--- src/rtl/gpio_atr_pkg.sv ---
package gpio_atr_pkg;
  localparam int ADDR_W = 4;
  localparam int NUM_STATES = 4;

  typedef enum logic [1:0] {
    ST_IDLE = 2'd0,
    ST_RX   = 2'd1,
    ST_TX   = 2'd2,
    ST_FULL = 2'd3
  } atr_state_e;

  typedef enum logic [ADDR_W-1:0] {
    A_DIR     = 4'd0,
    A_OUT     = 4'd1,
    A_SEL     = 4'd2,
    A_PINS    = 4'd3,
    A_W_IDLE  = 4'd4,
    A_W_RX    = 4'd5,
    A_W_TX    = 4'd6,
    A_W_FULL  = 4'd7,
    A_PAIR_RX = 4'd8,
    A_PAIR_TX = 4'd9
  } reg_addr_e;
endpackage

--- src/rtl/gpio_atr_state.sv ---
module gpio_atr_state
  import gpio_atr_pkg::*;
(
  input  logic       tx_active,
  input  logic       rx_active,
  output atr_state_e state
);
  always_comb begin
    unique case ({tx_active, rx_active})
      2'b00:   state = ST_IDLE;
      2'b01:   state = ST_RX;
      2'b10:   state = ST_TX;
      default: state = ST_FULL;
    endcase
  end
endmodule

--- src/rtl/gpio_atr_bank.sv ---
module gpio_atr_bank
  import gpio_atr_pkg::*;
#(
  parameter int W = 16
) (
  input  logic              clk,
  input  logic              rst_n,
  input  logic              wr_en,
  input  logic [ADDR_W-1:0] addr,
  input  logic [W-1:0]      wdata,
  input  logic [W-1:0]      wmask,
  input  atr_state_e        state,
  input  logic [W-1:0]      pins_in,
  output logic [W-1:0]      rdata,
  output logic [W-1:0]      pins_out,
  output logic [W-1:0]      pins_oe
);
  logic [W-1:0] dir_q, out_q, sel_q, pin_q;
  logic [W-1:0] atr_q [NUM_STATES];
  logic [W-1:0] atr_now;

  function automatic logic [W-1:0] merge(input logic [W-1:0] old_v,
                                         input logic [W-1:0] new_v,
                                         input logic [W-1:0] m);
    return (old_v & ~m) | (new_v & m);
  endfunction

  // State-word write decode: direct address or pair-load address
  logic [NUM_STATES-1:0] atr_hit;
  generate
    for (genvar s = 0; s < NUM_STATES; s++) begin : g_hit
      localparam logic [ADDR_W-1:0] DIRECT = ADDR_W'(int'(A_W_IDLE) + s);
      localparam logic [ADDR_W-1:0] PAIR   = (s < 2) ? A_PAIR_RX : A_PAIR_TX;
      assign atr_hit[s] = wr_en && ((addr == DIRECT) || (addr == PAIR));
    end
  endgenerate

  always_ff @(posedge clk) begin
    if (!rst_n) begin
      dir_q <= '0;
      out_q <= '0;
      sel_q <= '0;
      pin_q <= '0;
      for (int s = 0; s < NUM_STATES; s++) atr_q[s] <= '0;
    end else begin
      pin_q <= pins_in;
      if (wr_en) begin
        case (addr)
          A_DIR:   dir_q <= merge(dir_q, wdata, wmask);
          A_OUT:   out_q <= merge(out_q, wdata, wmask);
          A_SEL:   sel_q <= merge(sel_q, wdata, wmask);
          default: ;
        endcase
      end
      for (int s = 0; s < NUM_STATES; s++)
        if (atr_hit[s]) atr_q[s] <= merge(atr_q[s], wdata, wmask);
    end
  end

  always_comb begin
    case (addr)
      A_DIR:    rdata = dir_q;
      A_OUT:    rdata = out_q;
      A_SEL:    rdata = sel_q;
      A_PINS:   rdata = pin_q;
      A_W_IDLE: rdata = atr_q[0];
      A_W_RX:   rdata = atr_q[1];
      A_W_TX:   rdata = atr_q[2];
      A_W_FULL: rdata = atr_q[3];
      default:  rdata = '0;
    endcase
  end

  assign atr_now = atr_q[state];
  assign pins_oe = dir_q;

  generate
    for (genvar i = 0; i < W; i++) begin : g_pin
      logic src;
      assign src         = sel_q[i] ? atr_now[i] : out_q[i];
      assign pins_out[i] = dir_q[i] & src;
    end
  endgenerate
endmodule

--- src/rtl/gpio_atr_ctrl.sv ---
module gpio_atr_ctrl
  import gpio_atr_pkg::*;
#(
  parameter int BANK_W = 16,
  localparam int PIN_W = 2 * BANK_W
) (
  input  logic              clk,
  input  logic              rst_n,
  input  logic              reg_wr,
  input  logic              reg_bank,
  input  logic [ADDR_W-1:0] reg_addr,
  input  logic [BANK_W-1:0] reg_wdata,
  input  logic [BANK_W-1:0] reg_wmask,
  output logic [BANK_W-1:0] reg_rdata,
  input  logic              tx_active,
  input  logic              rx_active,
  input  logic [PIN_W-1:0]  pin_in,
  output logic [PIN_W-1:0]  pin_out,
  output logic [PIN_W-1:0]  pin_oe
);
  atr_state_e  state;
  logic [BANK_W-1:0] bank_rdata [2];

  gpio_atr_state u_state (
    .tx_active (tx_active),
    .rx_active (rx_active),
    .state     (state)
  );

  // Bank 0: receive, low half. Bank 1: transmit, high half.
  generate
    for (genvar b = 0; b < 2; b++) begin : g_bank
      gpio_atr_bank #(.W(BANK_W)) u_bank (
        .clk      (clk),
        .rst_n    (rst_n),
        .wr_en    (reg_wr && (reg_bank == 1'(b))),
        .addr     (reg_addr),
        .wdata    (reg_wdata),
        .wmask    (reg_wmask),
        .state    (state),
        .pins_in  (pin_in[b*BANK_W +: BANK_W]),
        .rdata    (bank_rdata[b]),
        .pins_out (pin_out[b*BANK_W +: BANK_W]),
        .pins_oe  (pin_oe[b*BANK_W +: BANK_W])
      );
    end
  endgenerate

  assign reg_rdata = bank_rdata[reg_bank];
endmodule

--- config.mk ---
export PLATFORM = sky130hd
export DESIGN_NAME = gpio_atr_ctrl
export DESIGN_NICKNAME = d
export VERILOG_FILES = /design/src/rtl/gpio_atr_pkg.sv /design/src/rtl/gpio_atr_state.sv /design/src/rtl/gpio_atr_bank.sv /design/src/rtl/gpio_atr_ctrl.sv
export SDC_FILE = /design/constraint.sdc
export NUM_CORES = 1
export LEC_CHECK = 0
export BUFFER_PORTS_ARGS = -buffer_cell sky130_fd_sc_hd__buf_2
export CAP_MARGIN = 40
export CORE_MARGIN = 10
export CORE_UTILIZATION = 60
export DETAILED_ROUTE_END_ITERATION = 8
export GPL_ROUTABILITY_DRIVEN = 0
export GPL_TIMING_DRIVEN = 0
export HOLD_SLACK_MARGIN = 0.06
export PLACE_DENSITY_LB_ADDON = 0.08
export SLEW_MARGIN = 5
export SYNTH_ARGS = -nofsm -noshare
export SYNTH_HDL_FRONTEND = slang
export SYNTH_HIERARCHICAL = 1
export SYNTH_SLANG_ARGS = --single-unit
--- constraint.sdc ---
create_clock -name clk -period 3.15 [get_ports clk]
set_clock_uncertainty 0.05 [all_clocks]
set_input_delay 0.1575 -clock clk [delete_from_list [all_inputs] [get_ports clk]]
set_output_delay 0.1575 -clock clk [all_outputs]
set_load 0.01 [all_outputs]
# Word-level counts from Yosys, hierarchy flattened
# Memories as Yosys holds them, arrays and structs flattened.
# Index checks and enable logic that the tools add are counted.
[word_totals] register_bits=128 latch_bits=0 mem_bits_rw=128 romBits=0 in_bits=74 output_inout_bits=80 elab_cells=187 n_memories=2
[op_classes] addsub=0 multipliers=0 div=0 n_lt_le_gt_ge=1 eq_ne=11 shift=0 mux=71 bitwise=72 reduce_logical=22
[memory_table] memory="g_bank[0].u_bank.atr_q" words=4 width=16 rd=5 rd_clocked_by_memory_dff=0 write_ports=4 line_no="gpio_atr_bank.sv:19" text="logic [W-1:0] atr_q [NUM_STATES];"
[memory_table] memory="g_bank[1].u_bank.atr_q" words=4 width=16 rd=5 rd_clocked_by_memory_dff=0 write_ports=4 line_no="gpio_atr_bank.sv:19"
[ops] op="case mux 16 bit (8 select lines)" count=2
[ops] op="AND 16 bit" count=15
[ops] op="OR 16 bit" count=14
[ops] op="2-to-1 mux 16 bit" count=11
[ops] op="2-to-1 mux 1 bit" count=57
[ops] op="AND 1 bit" count=32
[ops] op="equality test 4 x 3 -> 1 bit (second input constant)" count=4
[ops] op="NOT 16 bit" count=1
[ops] op="AND reduction 2 bit" count=6
[ops] op="logical AND 1 bit" count=10
[ops] op="equality test 4 x 2 -> 1 bit (second input constant)" count=2
[ops] op="equality test 4 bit (second input constant)" count=2
[ops] op="OR 1 bit" count=8
[ops] op="case mux 2 bit (3 select lines)" count=1
[ops] op="equality test 4 x 1 -> 1 bit (second input constant)" count=1
[ops] op="logical NOT 4 bit" count=1
[ops] op="logical OR 1 bit" count=4
[ops] op="equality test 2 x 1 -> 1 bit (second input constant)" count=1
[ops] op="equality test 2 bit (second input constant)" count=1
[ops] op=">= comparator 2 bit (second input constant)" count=1
[ops] op="logical NOT 2 bit" count=1
[ops] op="NOT 1 -> 2 bit" count=1
[ops] op="NOT 1 bit" count=1

# Logic depth before layout (Yosys ltp)
# Gate-level depths: netlist (run 1).
[depth] depth_word=7 mapped_depth=8 depth_no_buf=4

# Hierarchy
# Netlist (run 1), hierarchy kept.
[modules_own_cells] module="gpio_atr_bank" instances=2 cells_per_inst=754 area_each_um2=7183.1
[modules_own_cells] module="gpio_atr_ctrl" instances=1 cells_per_inst=20 area_each_um2=257.7
[modules_own_cells] module="gpio_atr_state" instances=1 cells_per_inst=2 area_each_um2=7.5

# Worst setup path before layout (run 1)
# Ideal clock, no wire load.
[synth_timing] path_type="input to register" start="input reg_addr[1]" end="memory g_bank[0].u_bank.atr_q[0][0], enable pin" setup_time_ns=0.411 arrival_time_ns=1.975 required_ns=2.689 path_slack_ns=0.713 path_stages=5 path_buffers=2 path_cell_list="buf_2 > buf_4 > nor2_2 > o21ai_0 > o21ai_0"
[synth_lines] item="start: declaration" line_no="gpio_atr_ctrl.sv:11" text="input logic [ADDR_W-1:0] reg_addr,"
[synth_lines] item="end: declaration" line_no="gpio_atr_bank.sv:19"

==> results of run 1 <==
[power groups by stage]
| stage | sequential, W | combinational (W) | clock [W] |
|---|---|---|---|
| after global placement | 0.00373 | 0.000824 | 0 |
| after CTS | 0.00366 | 0.000927 | 0.00298 |
| after detailed placement | 0.00373 | 0.000857 | 0 |
| after global routing | 0.00367 | 0.00102 | 0.00310 |
| after floorplan | 0.00371 | 0.000500 | 0 |
| final | 0.00366 | 0.000967 | 0.00296 |
[Yosys cell counts, drive strengths merged (4+ instances only)]
master,number
nand2,190
nor2b,40
mux4,32
o2111ai,6
buf,52
clkbuf,78
dfxtp,128
nor2,6
inv,38
nand4,124
and4bb,4
nand2b,4
a21oi,224
and2,33
and3,32
nor3b,38
a22oi,30
or3b,4
mux2,46
edfxtp,128
o21ai,78
and3b,68
o31ai,96
mux2i,32
[per-stage QoR]
stage	worst slack [ns]	setup TNS, ns	hold slack [ns]
after detailed placement	0.619	0	0.316
after floorplan	0.713	0	0.235
after CTS	0.562	0	0.161
final	0.501	0	0.187
after global placement	-0.838	-69.25	0.312
after global routing	0.407	0	0.209
[path summary, 6_finish.rpt]
check,start,end,slack (ns),depth (start not counted)
worst min register to register,flop,flop,0.44,2
worst max register to register,g_bank[0].u_bank/atr_q[2][14],g_bank[0].u_bank/atr_q[2][14],2.21,2
worst max-delay path,reg_addr[2],reg_rdata[5],0.50,9
worst min-delay path,reg_addr[1],flop,0.19,5
[critical path, cell delays in order]
cell and delay (ns):
buf_2 0.22, buf_2 0.25, buf_2 0.25, clkbuf_1 0.52, nor3b_1 0.12, o21ai_0 0.21, nand4_1 0.20, mux2_2 0.36
buf_2 0.15
[metal layers]
| metal | global-route usage (%) | wire [um] |
|---|---|---|
| met1 | 45.1 | 21400 |
| met2 | 48.8 | 23000 |
| met3 | 7.07 | 6490 |
| met4 | 11.7 | 1980 |
| met5 | 0 | 0 |
[final cells by class]
class                   instances  area (um^2)
fillers                      1831         6650
plain buffers                 130          619
repair buffers                237         1660
inverters                      38          143
flip-flops and latches        256         6410
clock buffers                  44          769
clock inverters                 5         25.0
multi-input cells            1106         7490
diodes                          4         10.0
well taps                     324          405
[cells by family after synthesis]
family | Yosys count
AND/OR/NAND/NOR | 552
flip-flops | 256
buffers and inverters | 168
multiplexers | 110
AO/OA/AOI/OAI | 444
[timing repair]
action                                 4_1_cts  5_1_grt
setup buffers                                0        0
hold buffers                                80        0
endpoints found under the hold margin      128        0
gates resized for setup                      0        0
[layout by cell type, fill, tap and decap left out, types with 3 or more instances in the layout]
cell           count
dfxtp_1          128
buf_4              9
inv_1             38
nor2_1             4
clkbuf_16         27
clkbuf_1          92
o2111ai_1          4
and3_1            32
o21ai_0           72
buf_6              5
nand4_1          124
mux2i_1           32
diode_2            4
edfxtp_1         128
clkbuf_8           3
buf_8              7
o31ai_1           96
mux2_2            38
mux2_4             8
nand2b_1           4
and4bb_2           4
and2_1            32
mux4_2            32
a21oi_1          224
dlygate4sd3_1     80
nand2_1          190
o21ai_2            6
and3b_1           68
nor3b_1           36
a22oi_1           30
nor2b_1           40
buf_2            187
==> impl_metrics.json, run 1 <==
{
  "status": "complete, no violations",
  "cts_tree": "yes",
  "crit_arrival_ns": 2.44,
  "seq_area_frac_synth_pct": 43.8,
  "placed_area_um2": 15900,
  "p_leak_nw": 6.59,
  "slew_headroom_pct": 32.7,
  "die_x_um": 176,
  "synth_cell_types": 43,
  "min_period_ns": 2.65,
  "crit_fanout": 10,
  "gr-total-overflow": 0,
  "routed_wl_um": 52800,
  "rsz0062_at_grt": "no",
  "synth_compound_area_share_pct": 17.9,
  "vias": 14630,
  "grt_usage_pct": 32.4,
  "p_comb_share_pct": 12.7,
  "synth_area_um2": 14600,
  "cap_violations": 0,
  "drive_gt1_share_pct": 19.1,
  "fmax_mhz": 377,
  "dr.pass1.iters": 6,
  "synth_top_family_by_area": "simple AND/OR/NAND/NOR gates",
  "io_buffers": 149,
  "power_w": 0.00759,
  "synth_edf_count": 128,
  "synth_top_area_cell": "edfxtp_1",
  "power.share.sequential_pct": 48.2,
  "syn2layout_area_growth_pct": 19.8,
  "drc": 0,
  "boundaryPins": 154,
  "synth-seq-cells": 256,
  "layout.cells.non_filler": 2144,
  "required_ns": 2.94,
  "hold_class": "in -> reg",
  "startpoint_type": "primary input",
  "htreeDepth": 1,
  "post-route-util_pct": 72.5,
  "grt_pass1_vias": 13886,
  "cts_buffers": 27,
  "dp_hpwl_um": 39400,
  "slew_viol_final": 0,
  "syn_inst": 1530,
  "cts.sinks": 256,
  "placed_cells": 2011,
  "syn-num-nets": 1604,
  "swShare_pct": 26.4,
  "cts_root_buffer": "clkbuf_16",
  "finalSetupViolations": 0,
  "core_area_um2": 24200,
  "initial_core_util_pct": 60.5,
  "tightest_slew_ns": 1.01,
  "avgSynthCellArea_um2": 9.56,
  "yosys.area_share.adder_pct": 0,
  "rows": 57,
  "grt_pass1_wl_um": 79900,
  "drtAntennaViolNets": 0,
  "hold_viol": 0,
  "synth_xor_area_share_pct": 0,
  "p_per_area_nw_per_um2": 433,
  "synth_area_leaders": "edfxtp_1 26%, dfxtp_1 18%, a21oi_1 7.7%, nand4_1 5.3%, mux4_2 4.9%",
  "postLayoutCellArea_um2": 17500,
  "die_area_um2": 31000,
  "clk_path_buf_depth": 3,
  "synthFlopType": "edfxtp_1",
  "drtIter0Drc": 2299,
  "drt-wirelength-per-cell_um": 24.6,
  "synth_top_area_share_pct": 26.3,
  "clock_latency_ns": 0.54,
  "die_y_um": 176,
  "synth_mux_area_share_pct": 10.9,
  "synthSimpleGateAreaFrac_pct": 22.3,
  "clock_power_share_pct": 39.0,
  "endpoint_kind": "primary output",
  "switchingPower_w": 0.00200,
  "nets": 1870,
  "p_int_w": 0.00559,
  "cts.clk_slew.worst_paths_ns": 0.06,
  "async_flop_share_pct": 0,
  "grt_max_degree": 17,
  "critical_path_class": "in -> out",
  "vias_per_cell": 6.82,
  "yosysWarnings": 6,
  "peakVddDrop_mv": 0.426,
  "fin_crit_sh_pct": 84.1,
  "antenna_found_initial": 0
}
Power figures use the tool's default switching activity.
==> inputs of run 2 (changes only) <==
--- a/config.mk
+++ b/config.mk
@@ -5,6 +5,7 @@
 export SDC_FILE = /design/constraint.sdc
 export NUM_CORES = 1
 export LEC_CHECK = 0
+export ABC_AREA = 1
 export BUFFER_PORTS_ARGS = -buffer_cell sky130_fd_sc_hd__buf_2
 export CAP_MARGIN = 40
 export CORE_MARGIN = 10
==> constraint.sdc (replaced) <==
create_clock -name clk -period 2.45 [get_ports clk]
set_clock_uncertainty 0.05 [all_clocks]
set_input_delay 0.1225 -clock clk [delete_from_list [all_inputs] [get_ports clk]]
set_output_delay 0.1225 -clock clk [all_outputs]
set_load 0.01 [all_outputs]
==> run 2 against run 1 <==
  * First-iteration DRC count grew 4.0%
  * Register-to-register slack lost 1.1 ns
  * Count of clock-buffer cells in the layout shrank 1
  * Cell count grew 43%
  * Sequential power grew 29%
  * Sequential cell count is the same
  * Design area grew 6.4%
  * Die area grew 6.7%
  * Wire length grew 7.3%
  * Utilization shrank 0.51 points
  * Power grew 36%
  * Critical path type is now in -> reg
==> impl_metrics.json, run 2 <==
{
  "routed_wl_um": 56600,
  "status": "complete, no violations",
  "swShare_pct": 27.1,
  "tightest_slew_ns": 0.876,
  "grt_usage_pct": 32.7,
  "syn_inst": 2462,
  "grt_pass1_vias": 16484,
  "post_cts_buffers": 0,
  "cts_buffers": 29,
  "synth_area_leaders": "edfxtp_1 24%, nand2_1 19%, dfxtp_1 16%, inv_1 10%, nor2_1 6.6%",
  "grt_pass1_wl_um": 87500,
  "power.share.sequential_pct": 45.8,
  "slew_viol_final": 0,
  "switchingPower_w": 0.00279,
  "cts.clk_slew.worst_paths_ns": 0.06,
  "boundaryPins": 154,
  "core_area_um2": 25900,
  "worst_slack_ns": 0.0833,
  "critical_path_class": "in -> reg",
  "drtAntennaViolNets": 0,
  "drt-wirelength-per-cell_um": 18.4,
  "drive_gt1_share_pct": 10.2,
  "layout.area.seq_um2": 6410,
  "startpoint_type": "primary input",
  "cts_tree": "yes",
  "hold_class": "in -> reg",
  "htreeDepth": 1,
  "endpoint_kind": "flop",
  "drc": 0,
  "post-synth-top-count-cell": "nand2_1",
  "placed_area_um2": 16900,
  "drtIter0Drc": 2391,
  "initial_core_util_pct": 60.7,
  "crit_arrival_ns": 2.76,
  "synth_top_area_cell": "edfxtp_1",
  "multiInputGateArea_um2": 7060,
  "async_flop_share_pct": 0,
  "p_leak_nw": 9.73,
  "p_int_w": 0.00750,
  "synth_commonest_cells": "784 x nand2_1, 426 x inv_1, 277 x nor2_1, 200 x nand3_1, 160 x a21oi_1",
  "vias": 17237,
  "io_buffers": 133,
  "dp_hpwl_um": 42000,
  "cts.sinks": 256,
  "nets": 2788,
  "avgSynthCellArea_um2": 6.39,
  "setup_tns_ns": 0,
  "die_y_um": 182,
  "fin_crit_sh_pct": 96.6,
  "clock_latency_ns": 0.56,
  "hold_depth": 3,
  "syn2layout_area_growth_pct": 18.5,
  "p_per_area_nw_per_um2": 552,
  "required_ns": 2.84,
  "die_x_um": 182,
  "hold_viol": 0,
  "yosysWarnings": 6,
  "synth_cell_types": 22,
  "reg2regPathDepth": 3,
  "synth_edf_count": 128,
  "power_w": 0.0103,
  "regToRegSetupSlack_ns": 1.12,
  "synth-seq-cells": 256,
  "finalSetupViolations": 0,
  "cts_root_buffer": "clkbuf_16",
  "grt_max_degree": 17,
  "synthFlopType": "edfxtp_1",
  "slew_headroom_pct": 41.4,
  "seq_area_frac_synth_pct": 40.7,
  "min_period_ns": 2.37,
  "syn-num-nets": 2536,
  "pre_cts_ws_ns": -0.131,
  "dr.pass1.iters": 9,
  "synth_top_area_share_pct": 24.4,
  "final_cell_mix": "784 x nand2_1, 426 x inv_1, 275 x nor2_1, 200 x nand3_1, 181 x buf_2",
  "vias_per_cell": 5.60,
  "antenna_found_initial": 5,
  "clk_path_buf_depth": 3,
  "clock_power_share_pct": 41.5,
  "die_area_um2": 33100,
  "postLayoutCellArea_um2": 18600,
  "fmax_mhz": 423,
  "cap_violations": 0,
  "crit_fanout": 10,
  "rsz0062_at_grt": "no",
  "final_common_cell": "nand2_1",
  "rows": 59,
  "peakVddDrop_mv": 0.571,
  "synth_area_um2": 15700,
  "fill_cells": 2190,
  "p_comb_share_pct": 12.6,
  "gr-total-overflow": 0
}
[run 2: per-layer routing]
layer	track usage [%]	wire, um	part of all wire [%]	up-vias
li1	-	-	-	8186
met1	39.2	20700	37	7570
met2	53.5	25700	45	1209
met3	5.33	6360	11	272
met4	20.8	3850	6.8	0
met5	0	0	0	-
[run 2: worst max-delay path: stages]
cell and delay, ns:
buf_6 0.13, buf_6 0.16, nand2_1 0.07, inv_1 0.06, buf_2 0.21, inv_1 0.08
nor2_2 0.24, buf_2 0.31, nand3_1 0.11, dlygate4sd3_1 0.58, nand2_1 0.06, nor2_1 0.05
dlygate4sd3_1 0.56
[run 2: what timing repair did]
item | in CTS | in global routing
hold endpoints to repair | 128 | 0
endpoints found under the setup margin | 0 | 4
hold buffers | 85 | 0
resized for setup | 0 | 2
[run 2: cells by family (layout without fill, tap and decap cells)]
group / count (synthesis) / after routing / share of synthesized area [%]
buffers and inverters: 578 / 852 / 14.4
AO/OA/AOI/OAI: 196 / 196 / 6.23
flip-flops: 256 / 256 / 40.7
AND/OR/NAND/NOR: 1432 / 1432 / 38.6
other: 0 / 5 / 0
[run 2: power groups by stage]
stage	combinational [W]	clock, W	sequential [W]
2_1_floorplan	0.000740	0	0.00478
3_3_place_gp	0.00112	0	0.00480
3_5_place_dp	0.00115	0	0.00480
4_1_cts	0.00125	0.00429	0.00471
5_1_grt	0.00140	0.00444	0.00473
6_report	0.00130	0.00428	0.00472
[run 2: per-stage QoR]
stage / utilization, % / cells / hold WS, ns
2_1_floorplan: - / 2462 / 0.170
3_3_place_gp: 64.9 / 2930 / 0.253
3_5_place_dp: 65.2 / 2934 / 0.256
4_1_cts: 71.9 / 3072 / 0.0622
5_1_grt: 72.0 / 3076 / 0.0952
6_report: 72.0 / 3076 / 0.0857
[run 2: worst paths after layout]
kind / start / end
setup / recovery: reg_bank / flop
hold reg to reg: flop / flop
setup reg to reg: flop / flop
hold / removal: rst_n / g_bank[0].u_bank/atr_q[2][4]
[run 2: layout make-up]
| cell class | instances | area share, % |
|---|---|---|
| antenna | 5 | 0.0671 |
| timing repair buffer | 222 | 8.45 |
| sequential | 256 | 34.4 |
| tap | 335 | 2.25 |
| inverter | 437 | 8.82 |
| clock inverter | 10 | 0.644 |
| clock buffer | 43 | 4.17 |
| multi-input combinational | 1628 | 37.9 |
| buffer | 140 | 3.35 |
